`src/rtl/srg_pkg.sv`:
```
package srg_pkg;

    typedef enum logic {
        PH_IDLE = 1'b0,
        PH_RUN  = 1'b1
    } phase_e;

endpackage

```
`src/rtl/srg_prescale.sv`:
```
module srg_prescale #(
    parameter int unsigned W = 7
) (
    input  logic         clk,
    input  logic         rst_n,
    input  logic         active,
    input  logic [W-1:0] lim,
    output logic         tick
);

    typedef struct packed {
        logic [W-1:0] cnt;
    } st_t;

    st_t q, d;

    always_comb begin
        d = q;
        tick = active && (q.cnt == lim);
        if (!active) begin
            d.cnt = '0;
        end else if (tick) begin
            d.cnt = '0;
        end else begin
            d.cnt = q.cnt + 1'b1;
        end
    end

    always_ff @(posedge clk or negedge rst_n) begin
        if (!rst_n) begin
            q <= '0;
        end else begin
            q <= d;
        end
    end

    // Half-ratio counter never passes its latched limit during a transfer
    p_cnt_bound_r1: assert property (@(posedge clk) disable iff (!rst_n)
        active |-> (q.cnt <= lim));

endmodule

```
`src/rtl/srg_rate.sv`:
```
module srg_rate #(
    parameter int unsigned W = 8
) (
    input  logic         clk,
    input  logic         rst_n,
    input  logic         active,
    input  logic         tick,
    input  logic [W-1:0] lim,
    output logic         toggle
);

    typedef struct packed {
        logic [W-1:0] cnt;
    } st_t;

    st_t q, d;

    always_comb begin
        d = q;
        toggle = active && tick && (q.cnt == lim);
        if (!active) begin
            d.cnt = '0;
        end else if (tick) begin
            if (q.cnt == lim) begin
                d.cnt = '0;
            end else begin
                d.cnt = q.cnt + 1'b1;
            end
        end
    end

    always_ff @(posedge clk or negedge rst_n) begin
        if (!rst_n) begin
            q <= '0;
        end else begin
            q <= d;
        end
    end

    // Tick counter stays within 0..rate during a transfer
    p_rate_bound_r2: assert property (@(posedge clk) disable iff (!rst_n)
        active |-> (q.cnt <= lim));

    // Second stage only advances on a first-stage tick
    p_rate_on_tick_r2: assert property (@(posedge clk) disable iff (!rst_n)
        (active && $past(active) && (q.cnt != $past(q.cnt))) |-> $past(tick));

endmodule

```
`src/rtl/srg_ctrl.sv`:
```
module srg_ctrl
    import srg_pkg::*;
#(
    parameter int unsigned PW = 8,
    parameter int unsigned SW = 8,
    localparam int unsigned HW = PW - 1
) (
    input  logic          clk,
    input  logic          rst_n,
    input  logic          en,
    input  logic          run,
    input  logic [PW-1:0] presc,
    input  logic [SW-1:0] scr,
    input  logic          toggle,
    output logic          active,
    output logic [HW-1:0] half_lim,
    output logic [SW-1:0] rate_lim,
    output logic          sclk,
    output logic          rise,
    output logic          fall
);

    typedef struct packed {
        phase_e        phase;
        logic          sclk;
        logic          rise;
        logic          fall;
        logic [HW-1:0] half;
        logic [SW-1:0] rate;
    } st_t;

    st_t q, d;

    // Terminal count of the half-ratio counter: (P/2) - 1, with P even and >= 2
    function automatic logic [HW-1:0] half_of(input logic [PW-1:0] v);
        logic [PW-1:0] h;
        h = v >> 1;
        if (h == '0) begin
            return '0;
        end
        return HW'(h - 1'b1);
    endfunction

    always_comb begin
        d = q;
        d.rise = 1'b0;
        d.fall = 1'b0;
        if (!en) begin
            d.phase = PH_IDLE;
            d.sclk  = 1'b0;
        end else if (q.phase == PH_IDLE) begin
            if (run) begin
                d.phase = PH_RUN;
                d.sclk  = 1'b0;
                d.half  = half_of(presc);
                d.rate  = scr;
            end
        end else if (toggle) begin
            if (q.sclk) begin
                d.sclk = 1'b0;
                d.fall = 1'b1;
            end else if (run) begin
                d.sclk = 1'b1;
                d.rise = 1'b1;
            end else begin
                d.phase = PH_IDLE;
            end
        end
    end

    always_ff @(posedge clk or negedge rst_n) begin
        if (!rst_n) begin
            q <= '0;
        end else begin
            q <= d;
        end
    end

    assign active   = (q.phase == PH_RUN);
    assign half_lim = q.half;
    assign rate_lim = q.rate;
    assign sclk     = q.sclk;
    assign rise     = q.rise;
    assign fall     = q.fall;

    p_idle_low_r4: assert property (@(posedge clk) disable iff (!rst_n)
        (q.phase == PH_IDLE) |-> !q.sclk);

    p_en_off_r5: assert property (@(posedge clk) disable iff (!rst_n)
        !en |=> (!q.sclk && q.phase == PH_IDLE));

    p_sclk_on_toggle_r3: assert property (@(posedge clk) disable iff (!rst_n)
        (q.sclk != $past(q.sclk)) |-> ($past(toggle) || !$past(en)));

    p_one_strobe_r6: assert property (@(posedge clk) disable iff (!rst_n)
        $onehot0({q.rise, q.fall}));

    p_rise_needs_run_r7: assert property (@(posedge clk) disable iff (!rst_n)
        q.rise |-> ($past(run) && $past(toggle)));

    p_cfg_held_r8: assert property (@(posedge clk) disable iff (!rst_n)
        (active && $past(active)) |-> ($stable(q.half) && $stable(q.rate)));

endmodule

```
`src/rtl/serial_rate_gen.sv`:
```
module serial_rate_gen #(
    parameter int unsigned PW = 8,
    parameter int unsigned SW = 8
) (
    input  logic          clk,
    input  logic          rst_n,
    input  logic          en,
    input  logic [PW-1:0] presc,
    input  logic [SW-1:0] scr,
    input  logic          run,
    output logic          sclk,
    output logic          rise_stb,
    output logic          fall_stb
);

    localparam int unsigned HW = PW - 1;

    logic          active;
    logic [HW-1:0] half_lim;
    logic [SW-1:0] rate_lim;
    logic          tick;
    logic          toggle;

    srg_ctrl #(
        .PW(PW),
        .SW(SW)
    ) i_ctrl (
        .clk      (clk),
        .rst_n    (rst_n),
        .en       (en),
        .run      (run),
        .presc    (presc),
        .scr      (scr),
        .toggle   (toggle),
        .active   (active),
        .half_lim (half_lim),
        .rate_lim (rate_lim),
        .sclk     (sclk),
        .rise     (rise_stb),
        .fall     (fall_stb)
    );

    srg_prescale #(
        .W(HW)
    ) i_prescale (
        .clk    (clk),
        .rst_n  (rst_n),
        .active (active),
        .lim    (half_lim),
        .tick   (tick)
    );

    srg_rate #(
        .W(SW)
    ) i_rate (
        .clk    (clk),
        .rst_n  (rst_n),
        .active (active),
        .tick   (tick),
        .lim    (rate_lim),
        .toggle (toggle)
    );

endmodule

```
`config.mk`:
```
export PLATFORM = sky130hd
export DESIGN_NAME = serial_rate_gen
export DESIGN_NICKNAME = d
export VERILOG_FILES = /design/src/rtl/srg_pkg.sv /design/src/rtl/srg_prescale.sv /design/src/rtl/srg_rate.sv /design/src/rtl/srg_ctrl.sv /design/src/rtl/serial_rate_gen.sv
export SDC_FILE = /design/constraint.sdc
export NUM_CORES = 1
export LEC_CHECK = 0
export ABC_AREA = 1
export BUFFER_PORTS_ARGS = -buffer_cell sky130_fd_sc_hd__buf_4
export CAP_MARGIN = 10
export CORE_MARGIN = 3
export CORE_UTILIZATION = 40
export CTS_CLUSTER_DIAMETER = 150
export DETAILED_ROUTE_END_ITERATION = 8
export PLACE_DENSITY = 0.55
export SYNTH_ARGS = -nofsm -noshare
export SYNTH_HDL_FRONTEND = slang
export SYNTH_SLANG_ARGS = --single-unit
```
`constraint.sdc`:
```
create_clock -name clk -period 3.9 [get_ports clk]
set_input_delay 0.78 -clock clk [delete_from_list [all_inputs] [get_ports clk]]
set_output_delay 0.78 -clock clk [all_outputs]
set_load 0.03 [all_outputs]
```
==> flow_summary.yaml <==
drt:
  wl_per_cell_um: 11.2
  initialDrtViolationCount: 37
  drt-total-wl_um: 3490
  num_vias: 1444
  firstDrtPassIters: 4
  routed_via_density: 4.63
  ant_nets: 0
  route.detailed.drc: 0
pwr:
  switching_share_pct: 28.9
  pwr-share-clk_pct: 32.0
  power_mw: 0.833
  power_density_nw_per_um2: 380
  p_sw_mw: 0.240
  combPwrFrac_pct: 18.7
  ir_drop_mv: 0.150
  cellInternalPower_mw: 0.592
  p_seq_share_pct: 49.2
  leakage_nw: 1.07
final_layout:
  final_cells: 312
  antenna_cells: 0
  post_route_cells_drive_above_1_share_pct: 20.8
  fin_area_sq_um: 2190
  syn_to_final_growth_pct: 15.9
  fillers: 456
  final_nets: 283
  final_util_pct: 49.3
die:
  rows: 24
  num_io_pins: 23
  die_w_um: 74.8
  dieArea_sq_um: 5590
  fp.dieH_um: 74.8
  coreArea_sq_um: 4440
  initial_core_util_pct: 42.5
sta:
  slew_headroom_pct: 65.2
  finalWorstSetupSlack_ns: 2.22
  min_period_ns: 1.68
  fin_skew_ns: 0.00552
  setup_viol: 0
  finalCritPeriodShare_pct: 43.1
  maxSlewViolCount: 0
  holdWs_ns: 0.445
  worst_slew_pin_slew_ns: 0.519
  fin_setup_tns_ns: 0
  fmax_ghz: 0.595
  hold_viol: 0
  rsz0062_at_grt: "false"
cts:
  cts_root_buf: "clkbuf_8"
  clkSinkCount: 34
  ctsHoldBuffers: 0
  cts_htree_levels: 2
  post-cts-setup-buffers: 0
  cts_resized: 0
  cts_buffers: 5
  cts_tree: "done"
  clk_pin_slew_ns: 0.07
  cts_buffer_depth: 2
  insertion_delay_ns: 0.28
placement:
  place_ws_ns: 1.92
  placed_cell_area_sq_um: 2100
  place_inst: 304
  placement.io_buffers: 21
  gp_congestion: 0.753
  dp_hpwl_um: 2560
yosys:
  synthTopCellsByCount: "nand2_1 (71), dfrtp_1 (34), inv_1 (28), nor2_1 (18), o21ai_0 (13)"
  synth.most_common_cell: "nand2_1"
  synthFlopType: "dfrtp_1"
  yosysTopAreaCell: "dfrtp_1"
  synth_top_cell_area_share_pct: 45.0
  synthDistinctLibCells: 28
  synth_area_sq_um: 1890
  synth_seq_cells: 34
  synthesis.nets: 257
  yosys-top-cells-area: "dfrtp_1 (45%), nand2_1 (14%), inv_1 (5.6%)"
  yosysWarningCount: 0
  ys_seq_area_share_pct: 45.0
  synthArstFlopShare_pct: 100
  avgSynthCellArea_sq_um: 8.11
  synth_cells: 233
  synth_edf_count: 0
outcome:
  outcome: "completed"
worst_setup_path:
  path_max_fanout: 6
  crit_type: "reg2out"
  path_cells: "buf_4"
  crit_slowest_cell: "dfrtp_1"
  cp_top_family: "flip-flops"
  crit_path_end_kind: "output pin"
  cp_data_arrival_time_ns: 0.90
  start_kind: "flop"
  slowest_delay_ns: 0.43
  crit_buf_inv: 1
  required_ns: 3.12
global_route:
  gr-usage-all-layers_pct: 14.3
  grt_pass1_vias: 1336
  grt_max_degree: 35
  overflow: 0
  grt_pass1_wl_um: 5950
  antenna_found_initial: 0
run:
  cap_violations: 0
hold_path:
  hp-class: "in2async"
==> cells by family (layout without fill, tap and decap cells) <==
kind of cell             after synthesis  count (layout)  share of synthesized area [%]
XOR/XNOR                              14              14                           6.49
AO/OA/AOI/OAI                         28              28                           9.99
buffers and inverters                 40              67                           8.60
adder cells (fa/ha/maj)                4               4                           2.65
AND/OR/NAND/NOR                      113             113                           27.3
flip-flops                            34              34                           45.0
==> worst paths after layout <==
| path | start | endpoint | slack [ns] | cells after the start |
|---|---|---|---|---|
| min in group clk | i_prescale.q[0] | i_prescale.q[0] | 0.52 | 1 |
| max | i_ctrl.sclk | sclk | 2.22 | 1 |
| max reg2reg | i_prescale.q[0] | i_rate.q[1] | 2.33 | 6 |
| min reg2reg | i_prescale.q[0] | i_prescale.q[0] | 0.52 | 1 |
| max in group asynchronous | rst_n | i_ctrl.rate_lim[2] | 3.15 | 1 |
| min | rst_n | i_ctrl.half_lim[3] | 0.44 | 1 |
==> worst register-to-register path, cell delays in order (launching register included) <==
cell and delay, ns:
dfrtp_1 0.42, xnor2_1 0.20, nand3_1 0.19, nor2_8 0.20, nor2_4 0.06, inv_2 0.24
o21ai_0 0.13
==> routing by layer <==
metal	global-route usage, %	share of wire [%]	up-vias
met3	4.14	4.0	5
met4	5.34	1.0	0
met5	0	0	-
met2	20.6	41	17
li1	-	-	781
met1	20.4	54	641
==> power by group through the flow <==
stage          logic (mW)  registers [mW]  clock network (mW)
2_1_floorplan       0.116           0.411                   0
3_3_place_gp        0.157           0.416                   0
3_5_place_dp        0.159           0.416                   0
4_1_cts             0.159           0.410               0.278
5_1_grt             0.182           0.414               0.299
6_report            0.156           0.410               0.267
==> cells in the final DEF (no fill, tap or decap), types with 5 or more instances in the layout <==
cell,count
buf_4,22
clkbuf_8,6
inv_1,28
o22ai_1,6
nand3_1,8
o22ai_2,5
xor2_1,10
inv_2,8
nor2_1,18
o21ai_0,13
dfrtp_1,34
nand2_1,71
==> sequential cells by signal, summed over array words and instances, names as in the netlist <==
name	count
i_ctrl.active	1
i_ctrl.rise	1
i_ctrl.sclk	1
i_rate.q	8
i_prescale.q	7
i_ctrl.fall	1
i_ctrl.half_lim	7
i_ctrl.rate_lim	8
==> cell type report <==
type	count	area [sq um]	area share (%)
well taps	52	65.1	2.97
inverters	37	141	6.45
multi-input cells	159	877	40.0
flip-flops and latches	34	851	38.8
clock inverters	1	5.00	0.228
clock buffers	7	86.3	3.94
repair buffers	22	165	7.54
No activity file was read; power rests on OpenSTA's default activity.
